### src/rtl/cmd_dec_pkg.sv
package cmd_dec_pkg;

  typedef enum logic [3:0] {
    K_NOP = 4'd0,
    K_RST = 4'd1,
    K_SBY = 4'd2,
    K_WAK = 4'd3,
    K_LCK = 4'd4,
    K_ULK = 4'd5,
    K_RD  = 4'd6,
    K_WR  = 4'd7,
    K_BAD = 4'd8
  } cmd_kind_e;

  // Fixed command encodings (16-bit words)
  localparam logic [15:0] W_NOP = 16'h0000;
  localparam logic [15:0] W_RST = 16'h0011;
  localparam logic [15:0] W_SBY = 16'h0022;
  localparam logic [15:0] W_WAK = 16'h0033;
  localparam logic [15:0] W_LCK = 16'h0555;
  localparam logic [15:0] W_ULK = 16'h0666;

  // Leading tags of the register access commands
  localparam logic [2:0] TAG_RD = 3'b101;
  localparam logic [2:0] TAG_WR = 3'b011;

  localparam int TAG_W = 3;

endpackage

### src/rtl/cmd_classify.sv
module cmd_classify
  import cmd_dec_pkg::*;
#(
  parameter int ADDR_W = 6,
  parameter int CNT_W  = 7,
  localparam int WORD_W = TAG_W + ADDR_W + CNT_W
) (
  input  logic [WORD_W-1:0] word,
  output cmd_kind_e         kind,
  output logic [ADDR_W-1:0] addr,
  output logic [CNT_W-1:0]  cnt
);

  logic [TAG_W-1:0] tag;

  assign tag  = word[WORD_W-1 -: TAG_W];
  assign addr = word[CNT_W +: ADDR_W];
  assign cnt  = word[CNT_W-1:0];

  always_comb begin
    if (tag == TAG_RD)                   kind = K_RD;
    else if (tag == TAG_WR)              kind = K_WR;
    else if (word == WORD_W'(W_NOP))     kind = K_NOP;
    else if (word == WORD_W'(W_RST))     kind = K_RST;
    else if (word == WORD_W'(W_SBY))     kind = K_SBY;
    else if (word == WORD_W'(W_WAK))     kind = K_WAK;
    else if (word == WORD_W'(W_LCK))     kind = K_LCK;
    else if (word == WORD_W'(W_ULK))     kind = K_ULK;
    else                                 kind = K_BAD;
  end

endmodule

### src/rtl/cmd_lock_gate.sv
module cmd_lock_gate
  import cmd_dec_pkg::*;
(
  input  logic      clk,
  input  logic      rst_n,
  input  logic      vld,
  input  cmd_kind_e kind,
  output logic      take,
  output logic      locked
);

  logic lock_d;
  logic lock_en;
  logic allowed;

  // While locked only harmless kinds pass
  always_comb begin
    allowed = !locked || (kind == K_NOP) || (kind == K_RD) ||
              (kind == K_ULK) || (kind == K_BAD);
    take    = vld && allowed;
  end

  always_comb begin
    lock_en = 1'b0;
    lock_d  = locked;
    if (take && (kind == K_LCK)) begin
      lock_en = 1'b1;
      lock_d  = 1'b1;
    end else if (take && (kind == K_ULK)) begin
      lock_en = 1'b1;
      lock_d  = 1'b0;
    end
  end

  always_ff @(posedge clk or negedge rst_n) begin
    if (!rst_n)       locked <= 1'b0;
    else if (lock_en) locked <= lock_d;
  end

endmodule

### src/rtl/cmd_strobe_reg.sv
module cmd_strobe_reg
  import cmd_dec_pkg::*;
#(
  parameter int ADDR_W = 6,
  parameter int CNT_W  = 7,
  localparam int NUM_W = CNT_W + 1,
  localparam int N_STB = 6
) (
  input  logic              clk,
  input  logic              rst_n,
  input  logic              take,
  input  cmd_kind_e         kind,
  input  logic [ADDR_W-1:0] addr,
  input  logic [CNT_W-1:0]  cnt,
  output logic [N_STB-1:0]  stb,
  output logic [ADDR_W-1:0] reg_addr,
  output logic [NUM_W-1:0]  reg_num
);

  // Strobe order: rst, sby, wak, rd, wr, bad
  localparam cmd_kind_e STB_KIND [N_STB] = '{K_RST, K_SBY, K_WAK, K_RD, K_WR, K_BAD};

  logic [N_STB-1:0]  stb_d;
  logic              xfer_en;
  logic [ADDR_W-1:0] addr_d;
  logic [NUM_W-1:0]  num_d;

  for (genvar i = 0; i < N_STB; i++) begin : g_stb
    assign stb_d[i] = take && (kind == STB_KIND[i]);
  end

  always_comb begin
    xfer_en = take && ((kind == K_RD) || (kind == K_WR));
    addr_d  = addr;
    num_d   = NUM_W'(cnt) + NUM_W'(1);
  end

  always_ff @(posedge clk or negedge rst_n) begin
    if (!rst_n) stb <= '0;
    else        stb <= stb_d;
  end

  always_ff @(posedge clk or negedge rst_n) begin
    if (!rst_n) begin
      reg_addr <= '0;
      reg_num  <= '0;
    end else if (xfer_en) begin
      reg_addr <= addr_d;
      reg_num  <= num_d;
    end
  end

endmodule

### src/rtl/cmd_word_decoder.sv
module cmd_word_decoder
  import cmd_dec_pkg::*;
#(
  parameter int ADDR_W = 6,
  parameter int CNT_W  = 7,
  localparam int WORD_W = TAG_W + ADDR_W + CNT_W,
  localparam int NUM_W  = CNT_W + 1
) (
  input  logic              clk,
  input  logic              rst_n,
  input  logic              word_vld,
  input  logic [WORD_W-1:0] word_in,
  output logic              rst_stb,
  output logic              sby_stb,
  output logic              wak_stb,
  output logic              rd_stb,
  output logic              wr_stb,
  output logic              bad_stb,
  output logic [ADDR_W-1:0] reg_addr,
  output logic [NUM_W-1:0]  reg_num,
  output logic              locked
);

  logic [1:0]        rst_sync;
  logic              rst_int_n;
  cmd_kind_e         kind;
  logic [ADDR_W-1:0] addr;
  logic [CNT_W-1:0]  cnt;
  logic              take;
  logic [5:0]        stb;

  // Assert asynchronously, release on a clock edge
  always_ff @(posedge clk or negedge rst_n) begin
    if (!rst_n) rst_sync <= 2'b00;
    else        rst_sync <= {rst_sync[0], 1'b1};
  end
  assign rst_int_n = rst_sync[1];

  cmd_classify #(.ADDR_W(ADDR_W), .CNT_W(CNT_W)) u_cls (
    .word (word_in),
    .kind (kind),
    .addr (addr),
    .cnt  (cnt)
  );

  cmd_lock_gate u_lock (
    .clk    (clk),
    .rst_n  (rst_int_n),
    .vld    (word_vld),
    .kind   (kind),
    .take   (take),
    .locked (locked)
  );

  cmd_strobe_reg #(.ADDR_W(ADDR_W), .CNT_W(CNT_W)) u_stb (
    .clk      (clk),
    .rst_n    (rst_int_n),
    .take     (take),
    .kind     (kind),
    .addr     (addr),
    .cnt      (cnt),
    .stb      (stb),
    .reg_addr (reg_addr),
    .reg_num  (reg_num)
  );

  assign rst_stb = stb[0];
  assign sby_stb = stb[1];
  assign wak_stb = stb[2];
  assign rd_stb  = stb[3];
  assign wr_stb  = stb[4];
  assign bad_stb = stb[5];

endmodule

### config.mk
export PLATFORM = sky130hd
export DESIGN_NAME = cmd_word_decoder
export DESIGN_NICKNAME = d
export VERILOG_FILES = /design/src/rtl/cmd_dec_pkg.sv /design/src/rtl/cmd_classify.sv /design/src/rtl/cmd_lock_gate.sv /design/src/rtl/cmd_strobe_reg.sv /design/src/rtl/cmd_word_decoder.sv
export SDC_FILE = /design/constraint.sdc
export NUM_CORES = 1
export LEC_CHECK = 0
export BUFFER_PORTS_ARGS = -buffer_cell sky130_fd_sc_hd__buf_2
export CORE_MARGIN = 2
export CORE_UTILIZATION = 45
export DETAILED_ROUTE_END_ITERATION = 6
export PLACE_DENSITY = 0.74
export SLEW_MARGIN = 20
export SYNTH_ARGS = -nofsm -noshare
export SYNTH_HDL_FRONTEND = slang
export SYNTH_SLANG_ARGS = --single-unit
export TNS_END_PERCENT = 10
### constraint.sdc
create_clock -name clk -period 0.8 [get_ports clk]
set_input_delay 0.04 -clock clk [delete_from_list [all_inputs] [get_ports clk]]
set_output_delay 0.04 -clock clk [all_outputs]
set_load 0.03 [all_outputs]
# Yosys cells after proc, flatten, opt, wreduce, memory -nomap -nowiden

Index checks and enable logic that the tools add are counted.

Bits in registers: 23
Output and inout port bits: 21
Logic and storage cells: 53

Add/subtract/negate cells: 1
Eq/ne operators: 15
Muxes and demuxes: 12
Reduce and logical (&&, ||, !) cells: 20

Operators by type and width:

| cell                   | count |
|---|---|
| $eq A16 B11 Y1 const B | 2 |
| $eq A16 B6 Y1 const B  | 2 |
| $mux W4                | 8 |
| $eq A16 B5 Y1 const B  | 1 |
| $eq A4 B3 Y1 const B   | 4 |
| $logic_not A16 Y1      | 1 |
| $logic_and A1 B1 Y1    | 10 |
| $add A7 B1 Y8 const B  | 1 |
| $eq A4 B2 Y1 const B   | 2 |
| $logic_or A1 B1 Y1     | 5 |
| $eq A4 B1 Y1 const B   | 1 |
| $eq A4 B4 Y1 const B   | 1 |
| $logic_not A4 Y1       | 1 |
| $mux W1                | 4 |
| $eq A3 B2 Y1 const B   | 1 |
| $eq A3 B3 Y1 const B   | 1 |
| $reduce_and A2 Y1      | 1 |
| $reduce_bool A2 Y1     | 1 |
| $logic_not A1 Y1       | 1 |

# Longest topological paths before layout

Gate-level depths: netlist (run 1).

Word-level depth: 19
Mapped depth: 8
Depth with buffers taken out: 7

# Cells and area by module

A second synthesis (run 1) with hierarchy kept.

Cells, all modules: 114
Area total of the unflattened synthesis: 1243.7 µm²

By module, submodules not included:

| module           | instances | cells an instance | area an instance (µm²) |
|---|---|---|---|
| cmd_strobe_reg   | 1         | 66                | 832.0 |
| cmd_classify     | 1         | 37                | 265.3 |
| cmd_lock_gate    | 1         | 8                 | 92.6 |
| cmd_word_decoder | 1         | 3                 | 53.8 |

# Worst setup path after synthesis (run 1)

No wires, ideal clock.

Path kind: input port to flip-flop
Start point: input word_in[0]
End point: register u_stb.reg_addr[0]
Setup time: 125 ps
Arrival: 1506 ps
Data required time: 675 ps
Setup slack: -832 ps
Stages on the path: 8
Cell sequence: inv_1 -> ha_1 -> nand4b_1 -> or3_4 -> a21oi_4 -> o21a_4 -> buf_12 -> mux2_4

Word-level cells in the longest chain between the ends: 16
Elaborated cells on any way between the ends: 26
Classes of those cells: eq/ne (9); mux (8); reduce/logical (9)

RTL lines:

| element                          | line                   | source |
|---|---|---|
| start, declared                  | cmd_word_decoder.sv:12 | `input logic [WORD_W-1:0] word_in,` |
| $eq A16 B11 Y1                   | cmd_classify.sv:28     | `else if (word == WORD_W'(W_ULK)) kind = K_ULK;` |
| $mux W4                          | cmd_classify.sv:28     |  |
| $mux W4                          | cmd_classify.sv:27     | `else if (word == WORD_W'(W_LCK)) kind = K_LCK;` |
| $mux W4                          | cmd_classify.sv:26     | `else if (word == WORD_W'(W_WAK)) kind = K_WAK;` |
| $mux W4                          | cmd_classify.sv:25     | `else if (word == WORD_W'(W_SBY)) kind = K_SBY;` |
| $mux W4                          | cmd_classify.sv:24     | `else if (word == WORD_W'(W_RST)) kind = K_RST;` |
| $mux W4 *                        | cmd_classify.sv:23     | `else if (word == WORD_W'(W_NOP)) kind = K_NOP;` |
| $mux W4 *                        | cmd_classify.sv:22     | `else if (tag == TAG_WR) kind = K_WR;` |
| $mux W4 *                        | cmd_classify.sv:21     | `if (tag == TAG_RD) kind = K_RD;` |
| $logic_not A4 Y1                 | cmd_lock_gate.sv:18    | `allowed = !locked \|\| (kind == K_NOP) \|\| (kind == K_RD) \|\|` |
| $logic_or A1 B1 Y1 (3 in series) | cmd_lock_gate.sv:18    |  |
| $logic_or A1 B1 Y1               | cmd_lock_gate.sv:19    | `(kind == K_ULK) \|\| (kind == K_BAD);` |
| $logic_and A1 B1 Y1              | cmd_lock_gate.sv:20    | `take = vld && allowed;` |
| $logic_and A1 B1 Y1 *            | cmd_strobe_reg.sv:33   | `xfer_en = take && ((kind == K_RD) \|\| (kind == K_WR));` |
| end signal, assigned             | cmd_strobe_reg.sv:48   | `reg_addr <= addr_d;` |
| end, declared                    | cmd_strobe_reg.sv:16   | `output logic [ADDR_W-1:0] reg_addr,` |

Mark *: on every way between the ends. The rest lies on a longest branch, timed or not.
A chain may end at the register's enable or synchronous reset.

# Worst setup path in the final report (run 1)

Start point: input word_in[0]
End point: register u_stb.reg_num[0]

Elaborated cells on any way between the ends: 27
Classes of those cells: add/sub (1); eq/ne (9); mux (8); reduce/logical (9)

RTL lines:

| element              | line                 | source |
|---|---|---|
| $add A7 B1 Y8        | cmd_strobe_reg.sv:35 | `num_d = NUM_W'(cnt) + NUM_W'(1);` |
| net u_stb.num_d[0]   | cmd_strobe_reg.sv:26 | `logic [NUM_W-1:0] num_d;` |
| end signal, assigned | cmd_strobe_reg.sv:49 | `reg_num <= num_d;` |
| end, declared        | cmd_strobe_reg.sv:17 | `output logic [NUM_W-1:0] reg_num` |

The timed path passes the listed nets, and every way through them passes these cells.

==> out/results.ini, run 1 <==
[worst_setup_path]
crit_path_end_kind = register
worst-endpoint-required_ns = 1.01
crit_arrival_ns = 1.59
critPathMaxFanout = 10
worst_setup_path_class = primary input to register
critical_path.n_buffers_inverters = 3
path_delay_family = simple AND/OR/NAND/NOR gates
critical_path.startpoint_type = primary input
critical-path-max-stage-delay_ns = 0.37
crit_path_cell_trace = buf_8 > inv_6 > ha_4 > nand4b_1 > or3_4 > a21oi_4 > o21a_4 > buf_12 > mux2_4
critical_path.slowest_cell = or3_4

[floorplan]
num_io_pins = 40
overall_die_area_mm2 = 0.00336
die_width_um = 57.9
floorplan.die.height_um = 57.9
effective_utilization_at_floorplan_pct = 47.5
core_area_mm2 = 0.00276
placementRows = 19

[synth]
synth_most_common_cell = dfrtp_1
synth_xor_xnor_area_share_pct = 3.35
synth-simple-area-share_pct = 16.4
synth_top_area_share_pct = 44.0
synth_area_leader_cell = dfrtp_1
synth-seq-area-share_pct = 44.0
synth_warnings = 0
synth_compound_area_share_pct = 9.46
async_flop_share_pct = 100
avgSynthCellArea_um2 = 12.2
cell_types_occupying_the_most_area_after_synthesis = dfrtp_1, mux2_4, mux2_2, ha_1, xor2_1
netlist_instances = 107
netlist_area_mm2 = 0.00131
synth_adder_area_share_pct = 3.82
ys_seq_elements = 23
synthMuxAreaShare_pct = 18.4
synth_enable_flop_cells = 0
postSynthNetCount = 130
dominant_combinational_cell_family_by_area_after_synthesis = multiplexers
synth_top_flop_cell = dfrtp_1
synth.top_cells.by_count = dfrtp_1, mux2_4, mux2_2, nor2_1
yosysUniqueCellTypes = 40

[grt]
grt_pass1_wl_um = 5140
grt_pass1_vias = 1194
globalRouteTotalUtil_pct = 20.0
antenna_found_initial = 0
grt_overflow = 0
grt_start_max_net_pins = 22

[pwr]
max-vdd-ir-drop_uv = 1420
power.share.switching_pct = 32.8
power.net_switching_uw = 1100
power.density_mw_per_mm2 = 1580
total_leakage_power_uw = 0.000983
seq_power_share_pct = 43.4
power.share.clock_pct = 15.8
power_report.internal_total_uw = 2250
power.share.combinational_pct = 40.8

[routing]
via_count = 1117
routed_length_per_instance_um = 14.3
drtPass1Iterations = 2
detail_route.wirelength_um = 3140
post_route_drc_violation_count = 0
drtAntennaViolNets = 0
vias_per_cell = 5.10
drt_iter0_drc = 17

[run]
max-cap-violations = 0

[sta]
period_needed_ns = 1.38
slew_violations = 0
final_min_period_over_clock_period_pct = 173
timing.clock.skew_ns = 0.00736
finalHoldWorstSlack_ns = 0.0193
grt_setup_unrepaired = yes
max_freq_mhz = 723
final.setup.worst_slack_ns = -0.583
finalSetupViolations = 41
timing_hold_violations_final = 0

[cts]
max-clock-path-buffers = 2
cts_tree = yes
clock_tree.htree_level_count = 1
cts_root_buffer = clkbuf_4
clkTransAtPathRegs_ns = 0.12
clk-insertion-delay-late_ns = 0.31
cts_inserted_buffers = 3
count_of_clock_tree_sinks = 23

[finish]
antenna-diode-count = 0
multiInputGateArea_um2 = 781
fin_nets = 212
core_occupancy_in_the_finished_layout_pct = 77.0
area.sequential_um2 = 577
area_added_between_synthesis_and_finish_pct = 62.2
fill_cells = 178
layout-drive-gt1-share_pct = 66.0

[placed_design]
dpl.hpwl_um = 2510
port_buffers = 39
gp_routability_congestion = 0.921
place_worst_setup_slack_ns = -0.974

[status]
failed_checks = negative setup slack
outcome = finished with violations

[worst_hold_path]
timing.hold.worst.class = primary input to register

per-stage QoR:
stage | TNS [ns] | area (um^2) | instances | power (uW)
2_1_floorplan | -13.00 | 1330 | 107 | 2130
3_3_place_gp | -17.69 | 1840 | 212 | 2520
3_5_place_dp | -18.62 | 1840 | 212 | 2550
4_1_cts | -12.99 | 2050 | 218 | 3330
5_1_grt | -14.06 | 2120 | 219 | 3520
6_report | -12.46 | 2120 | 219 | 3350
repair_timing:
action	CTS	global route
gates resized for setup	53	15
setup buffers	1	1
endpoints found under the setup margin	41	41
hold buffers	1	0
endpoints found under the hold margin	2	0
pin swaps	3	0
cell usage in the layout (no fill, tap or decap), types with 2 or more instances in the layout:
cell type,n
o21ai_1,2
ha_2,2
nand4b_1,2
nor3b_2,2
nand3_1,4
buf_12,3
and3_1,2
nor2b_1,2
xnor2_1,2
a21oi_4,2
nand2_1,5
o21ai_0,2
clkbuf_4,3
nor2_1,5
xor2_1,3
buf_2,17
nor4_2,2
nand3_2,2
buf_6,21
buf_4,37
mux2_4,14
mux2_2,2
dfrtp_1,22
power groups by stage:
stage	clock, uW	sequential [uW]	combinational, uW
6_report	531	1460	1370
3_3_place_gp	0	1430	1090
4_1_cts	547	1450	1330
2_1_floorplan	0	1770	351
5_1_grt	604	1480	1440
3_5_place_dp	0	1440	1110
sequential cells by signal (all words and copies together) (netlist names):
signal and count:
rst_sync 2, u_lock.locked 1, u_stb.reg_addr 6, u_stb.reg_num 8
u_stb.stb 6
final timing paths:
path	end	cells after the start	slack, ns	start
min reg2reg	u_stb.stb[5]	1	0.21	rst_sync[1]
min	u_stb.reg_addr[1]	2	0.02	word_in[8]
max	u_stb.reg_num[0]	9	-0.58	word_in[0]
min in group asynchronous	rst_sync[1]	2	0.04	rst_n
max in group asynchronous	u_lock.locked	1	0.45	rst_sync[1]
max reg2reg	u_stb.reg_num[0]	4	-0.58	u_lock.locked
cell type report:
type / instances / share of cell area, %
Clock buffer: 4 / 1.24
Timing Repair Buffer: 80 / 32.2
Tap cell: 31 / 1.83
Multi-Input combinational cell: 78 / 36.8
Sequential cell: 23 / 27.2
Inverter: 3 / 0.766
per-layer routing:
metal	GRT usage, %	vias to the layer above	wire (um)	part of all wire (%)
met3	3.35	4	137	4.4
met4	6.64	0	38	1.2
met1	22.4	535	1280	41
met2	38.0	30	1680	54
met5	0	-	0	0
li1	-	548	-	-
cell families (layout without fill, tap and decap cells):
family,count (synthesis),after routing
buffers and inverters,6,87
AO/OA/AOI/OAI,16,16
other,1,1
flip-flops,23,23
XOR/XNOR,5,5
AND/OR/NAND/NOR,35,35
adder cells (fa/ha/maj),4,4
multiplexers,17,17
Power figures use the tool's default switching activity.
==> inputs of run 2 (changes only) <==
==> constraint.sdc (replaced) <==
create_clock -name clk -period 0.8 [get_ports clk]
set_input_delay 0.04 -clock clk [delete_from_list [all_inputs] [get_ports clk]]
set_output_delay 0.04 -clock clk [all_outputs]
set_load 0.1 [all_outputs]
==> out/results.ini, run 2 (synthesized netlist as in run 1, its figures left out) <==
[finish]
fin_nets = 234  ; +10%
antenna-diode-count = 0  ; unchanged
layout-drive-gt1-share_pct = 69.5  ; +3.6 points
largest_register_ff_count = 8  ; unchanged
most-common-layout-cells = buf_4, buf_12, dfrtp_1, buf_6, buf_2
area_added_between_synthesis_and_finish_pct = 96.6
top_register = u_stb.reg_num
layout_commonest_cell = buf_4
stdcell_count = 241  ; +10%
largest_registers = u_stb.reg_num (8), u_stb.reg_addr (6), u_stb.stb (6)

[sta]
final_min_period_over_clock_period_pct = 192  ; +20 points
timing_hold_violations_final = 2  ; +2
slew_violations = 0  ; unchanged
final.setup.worst_slack_ns = -0.739  ; -0.156 ns
timing.clock.skew_ns = 0.0125  ; +0.00514 ns
fin_setup_tns_ns = -18.55  ; -6.09 ns
finalHoldWorstSlack_ns = -0.00725  ; -0.0266 ns
grt_setup_unrepaired = yes
finalSetupViolations = 41  ; unchanged
period_needed_ns = 1.54  ; +0.156 ns
max_freq_mhz = 650  ; -10%

[placed_design]
gp_routability_congestion = 0.924  ; +0.30%
dpl.cell_count = 229  ; +8.0%
dpl.hpwl_um = 2890  ; +15%
port_buffers = 39  ; unchanged
place_worst_setup_slack_ns = -1.06  ; -0.0879 ns

[worst_setup_path]
crit_path_cell_trace = buf_6 > inv_4 > ha_4 > nand4b_1 > or3_4 > a21oi_4 > o21a_4 > clkbuf_16 > mux2_4
rr_endpoint = u_stb.reg_addr[3]
worst_setup_path_class = primary input to register
regToRegSetupSlack_ns = -0.70  ; -0.12 ns
critical_path.startpoint_type = primary input
critical_path.slowest_cell = or3_4
r2r_start = u_lock.locked
critical-path-max-stage-delay_ns = 0.42  ; +0.05 ns
worstSetupStartpoint = word_in[0]
path_delay_family = simple AND/OR/NAND/NOR gates
critPathMaxFanout = 5  ; -5
crit_arrival_ns = 1.78  ; +0.19 ns
critical_path.n_buffers_inverters = 3  ; unchanged
cp.depth = 9  ; unchanged
end_point_of_the_critical_path = u_stb.reg_addr[3]
worst_r2r_path_depth = 4  ; unchanged
worst-endpoint-required_ns = 1.04  ; +0.03 ns
crit_path_end_kind = register

[routing]
routed_length_per_instance_um = 23.1  ; +61%
drtAntennaViolNets = 0  ; unchanged
detail_route.wirelength_um = 5560  ; +77%
drtPass1Iterations = 4  ; +2
vias_per_cell = 5.98  ; +17%
drt_iter0_drc = 106  ; +89
post_route_drc_violation_count = 0  ; unchanged
via_count = 1442  ; +29%

[grt]
grtUsageMet3_pct = 5.36  ; +2.0 points
grt_pass1_wl_um = 7340  ; +43%
grt_max_usage_layer = met2
groute.layer.met1.usage_pct = 30.2  ; +7.8 points
antenna_found_initial = 0  ; unchanged
grt_pass1_vias = 1496  ; +25%
globalRouteTotalUtil_pct = 30.0  ; +9.9 points
grt_start_max_net_pins = 22  ; unchanged
grt_overflow = 0  ; unchanged
met2_track_demand_over_resource_in_global_routing_pct = 55.5  ; +18 points

[cts]
cts_root_buffer = clkbuf_4
count_of_clock_tree_sinks = 23  ; unchanged
cts_inserted_buffers = 3  ; unchanged
cts_tree = yes
max-clock-path-buffers = 2  ; unchanged
clkTransAtPathRegs_ns = 0.15  ; +0.03 ns
clk-insertion-delay-late_ns = 0.35  ; +0.04 ns
clock_tree.htree_level_count = 1  ; unchanged

[status]
outcome = finished with violations
failed_checks = negative hold slack, negative setup slack

[floorplan]
num_io_pins = 40  ; unchanged
core_area_mm2 = 0.00276  ; unchanged
placementRows = 19  ; unchanged
overall_die_area_mm2 = 0.00336  ; unchanged
effective_utilization_at_floorplan_pct = 47.5  ; unchanged
die_width_um = 57.9  ; unchanged
floorplan.die.height_um = 57.9  ; unchanged

[pwr]
total_leakage_power_uw = 0.00117  ; +19%
max-vdd-ir-drop_uv = 2790  ; +97%
power.density_mw_per_mm2 = 2040  ; +29%

[worst_hold_path]
timing.hold.worst.class = primary input to asynchronous set/reset pin

[run]
max-cap-violations = 0  ; unchanged

run 2: worst min-delay path by stage:
| stage | to | start | cells past startpoint | slack, ns |
|---|---|---|---|---|
| floorplan | rst_sync[0] | rst_n | 0 | -0.26 |
| global placement | rst_sync[1] | rst_n | 1 | -0.18 |
| detailed placement | rst_sync[1] | rst_n | 1 | -0.17 |
| CTS | u_stb.reg_addr[1] | word_in[8] | 2 | 0.009 |
| global route | rst_sync[0] | rst_n | 2 | -0.007 |
| finish | rst_sync[1] | rst_n | 2 | -0.007 |
run 2: stage by stage:
step	util [%]	instance area [um^2]	power, uW
global placement	83.0	2290	4270
finish	93.3	2570	5240
floorplan	-	1340	3000
CTS	90.0	2480	5050
global route	93.3	2570	5350
detailed placement	83.0	2290	4330
run 2: power by group:
group / leakage, uW / internal, uW / switching, uW
Sequential: 0.000285 / 1330 / 153
Combinational: 0.000868 / 1380 / 1760
Clock: 0.0000150 / 197 / 419
Total: 0.00117 / 2910 / 2340
run 2: cell type report:
cell class,instances,area [um^2]
Multi-Input combinational cell,78,798
Inverter,3,13.8
Tap cell,31,38.8
Fill cell,92,185
Timing Repair Buffer,102,1120
Clock buffer,4,26.3
Sequential cell,23,579
run 2: routing by layer:
metal / up-vias / routed length (um)
met5: - / 0
met4: 0 / 387
met3: 39 / 377
met2: 110 / 2780
met1: 702 / 2010
li1: 591 / -
run 2: repair_timing:
action | in CTS | in global routing
endpoints found under the hold margin | 2 | 1
gates resized for setup | 35 | 8
pin swaps | 11 | 3
setup buffers | 2 | 3
hold buffers | 1 | 1
gates cloned | 0 | 1
endpoints found under the setup margin | 41 | 41
==> inputs of run 3 (changes only) <==
--- a/config.mk
+++ b/config.mk
@@ -6,12 +6,14 @@
 export NUM_CORES = 1
 export LEC_CHECK = 0
 export BUFFER_PORTS_ARGS = -buffer_cell sky130_fd_sc_hd__buf_2
-export CORE_MARGIN = 2
+export CORE_MARGIN = 4
 export CORE_UTILIZATION = 45
 export DETAILED_ROUTE_END_ITERATION = 6
-export PLACE_DENSITY = 0.74
+export PLACE_DENSITY = 0.75
+export RECOVER_POWER = 50
 export SLEW_MARGIN = 20
 export SYNTH_ARGS = -nofsm -noshare
 export SYNTH_HDL_FRONTEND = slang
+export SYNTH_HIERARCHICAL = 1
 export SYNTH_SLANG_ARGS = --single-unit
 export TNS_END_PERCENT = 10
==> out/results.ini, run 3 <==
[synth]
synth_top_flop_cell = dfrtp_1
avgSynthCellArea_um2 = 10.9  ; -11%
synth_top_area_share_pct = 46.3  ; +2.3 points
synth_most_common_cell = dfrtp_1
async_flop_share_pct = 100  ; unchanged
synth-seq-area-share_pct = 46.3  ; +2.3 points
netlist_instances = 114  ; +6.5%
cell_types_occupying_the_most_area_after_synthesis = dfrtp_1, buf_4, mux2_4, nand2_1, o21ai_0
netlist_area_mm2 = 0.00124  ; -5.0%
synth_enable_flop_cells = 0  ; unchanged
synth_warnings = 6  ; +6
synth.top_cells.by_count = dfrtp_1, buf_4, nand2_1
postSynthNetCount = 134  ; +3.1%
yosysUniqueCellTypes = 38  ; -5.0%
ys_seq_elements = 23  ; unchanged
synth_area_leader_cell = dfrtp_1

[routing]
drtAntennaViolNets = 0  ; unchanged
drt_iter0_drc = 31  ; -71%
detail_route.wirelength_um = 3740  ; -33%
post_route_drc_violation_count = 0  ; unchanged
drtPass1Iterations = 4  ; unchanged
via_count = 1157  ; -20%
routed_length_per_instance_um = 17.5  ; -24%
vias_per_cell = 5.43  ; -9.2%

[sta]
timing_hold_violations_final = 1  ; -1
max_freq_mhz = 459  ; -29%
period_needed_ns = 2.18  ; +0.642 ns
grt_setup_unrepaired = yes
final_min_period_over_clock_period_pct = 273  ; +80 points
slew_headroom_pct = 63.9
finalHoldWorstSlack_ns = -0.0326  ; -0.0254 ns
finalSetupViolations = 42  ; +2.4%
timing.clock.skew_ns = 0.0163  ; +0.00383 ns
worst_slew_pin_slew_ns = 0.542
final.setup.worst_slack_ns = -1.38  ; -0.642 ns
slew_violations = 0  ; unchanged

[worst_setup_path]
crit_path_end_kind = register
critical-path-max-stage-delay_ns = 0.31  ; -0.11 ns
path_delay_family = simple AND/OR/NAND/NOR gates
critical_path.slowest_cell = and4bb_2
critical_path.n_buffers_inverters = 2  ; -1
critPathMaxFanout = 5  ; unchanged
critical_path.startpoint_type = primary input
worst_setup_path_class = primary input to register
crit_arrival_ns = 2.41  ; +0.63 ns
crit_path_cell_trace = buf_2 > nor4_4 > nand4b_1 > a21o_1 > o211a_1 > and4bb_2 > o41a_1 > nand4b_4 > buf_6 > mux2_4
worst-endpoint-required_ns = 1.03  ; about the same

[cts]
cts_inserted_buffers = 3  ; unchanged
clk-insertion-delay-late_ns = 0.32  ; -0.03 ns
cts_root_buffer = clkbuf_4
clkTransAtPathRegs_ns = 0.14  ; about the same
cts_tree = yes
count_of_clock_tree_sinks = 23  ; unchanged
max-clock-path-buffers = 2  ; unchanged
clock_tree.htree_level_count = 1  ; unchanged
hold_buffers = 4  ; +3

[finish]
layout_commonest_cell = buf_4
stdcell_count = 213  ; -12%
most-common-layout-cells = buf_4, dfrtp_1, buf_12, buf_2, buf_6
largest_register_ff_count = 8  ; unchanged
area_added_between_synthesis_and_finish_pct = 73.8
antenna-diode-count = 0  ; unchanged
core_occupancy_in_the_finished_layout_pct = 85.0  ; -8.3 points
largest_registers = u_stb/reg_num (8), u_stb/reg_addr (6), u_stb/stb (6)
top_register = u_stb/reg_num
layout-drive-gt1-share_pct = 53.0  ; -17 points
fin_nets = 204  ; -13%

[worst_hold_path]
timing.hold.worst.class = primary input to register

[run]
max-cap-violations = 0  ; unchanged

[floorplan]
overall_die_area_mm2 = 0.00367  ; +9.3%
floorplan.die.height_um = 60.6  ; +4.6%
placementRows = 18  ; -1
die_width_um = 60.6  ; +4.6%
effective_utilization_at_floorplan_pct = 48.9  ; +1.4 points
num_io_pins = 40  ; unchanged
core_area_mm2 = 0.00254  ; -7.7%

[status]
outcome = finished with violations
failed_checks = negative hold slack, negative setup slack

[placed_design]
port_buffers = 39  ; unchanged
dpl.cell_count = 200  ; -13%
dpl.hpwl_um = 2310  ; -20%
gp_routability_congestion = 0.905  ; -2.1%

[pwr]
max-vdd-ir-drop_uv = 1280  ; -54%
p_total_uw = 3420  ; -35%
power.density_mw_per_mm2 = 1580  ; -22%
total_leakage_power_uw = 0.00105  ; -10%

[grt]
grt_pass1_vias = 1220  ; -18%
globalRouteTotalUtil_pct = 20.3  ; -9.6 points
grt_pass1_wl_um = 5450  ; -26%
grt_start_max_net_pins = 22  ; unchanged
grt_overflow = 0  ; unchanged
antenna_found_initial = 0  ; unchanged

==> run 3: worst paths after layout <==
path	cells after the start	slack (ns)	end	startpoint
worst min register to register	1	0.32	u_stb/reg_num[2]	rst_sync[1]
worst max register to register	5	-0.86	u_stb/reg_addr[4]	u_lock/locked
worst min-delay path	2	-0.03	u_stb/reg_addr[5]	word_in[12]
max in group asynchronous	1	0.11	u_lock/locked	rst_sync[1]
worst max-delay path	10	-1.38	u_stb/reg_addr[4]	word_in[8]
min in group asynchronous	2	0.01	rst_sync[0]	rst_n
==> run 3: layout make-up <==
type | instances | area [um^2]
clock inverters | 1 | 5.00
fillers | 116 | 383
well taps | 30 | 37.5
inverters | 2 | 7.51
flip-flops and latches | 23 | 576
multi-input cells | 75 | 637
repair buffers | 79 | 877
clock buffers | 3 | 22.5
==> run 3: per-stage QoR <==
stage	hold slack [ns]	TNS, ns	worst slack (ns)	cell area [um^2]
2_1_floorplan	-0.256	-28.92	-1.42	1280
3_3_place_gp	-0.176	-29.06	-1.50	1950
3_5_place_dp	-0.172	-30.68	-1.63	1950
4_1_cts	-0.0494	-26.87	-1.21	2120
5_1_grt	-0.0509	-32.77	-1.45	2160
6_report	-0.0326	-30.12	-1.38	2160
==> run 3: logic make-up after synthesis <==
kind of cell               count (synthesis)  share of synthesized area (%)
AOI/OAI and AO/OA                         15                           7.65
and+or+nand+nor                           43                           22.4
buffers and inverters                     17                           9.76
adders and majority gates                  1                           1.01
DFF                                       23                           46.3
xor gates and xnor gates                   6                           4.23
muxes                                      8                           8.35
other                                      1                          0.302
==> run 3: worst reg2reg max path, stage by stage (launching register included) <==
cell      delay [ns]
dfrtp_1         0.39
inv_1           0.07
o41a_1          0.50
nand4b_4        0.20
buf_6           0.13
mux2_4          0.29
==> run 3: power by group <==
group	internal, uW	switching [uW]	total [uW]
combinational	639	907	1550
clock	187	369	556
sequential	1240	73.4	1320
total	2070	1350	3420
==> run 3: per-layer routing <==
| metal | part of all wire [%] | vias up | global-route usage [%] |
|---|---|---|---|
| met3 | 5.6 | 12 | 3.19 |
| met4 | 2.0 | 0 | 9.91 |
| met2 | 53 | 59 | 36.6 |
| met5 | 0 | - | 0 |
| li1 | - | 530 | - |
| met1 | 39 | 556 | 23.3 |
==> run 3: what timing repair did <==
action | in CTS | in global routing
gates resized for setup | 19 | 9
pin swaps | 7 | 6
setup buffers | 3 | 1
gates cloned | 1 | 0
endpoints found under the hold margin | 6 | 1
endpoints found under the setup margin | 42 | 42
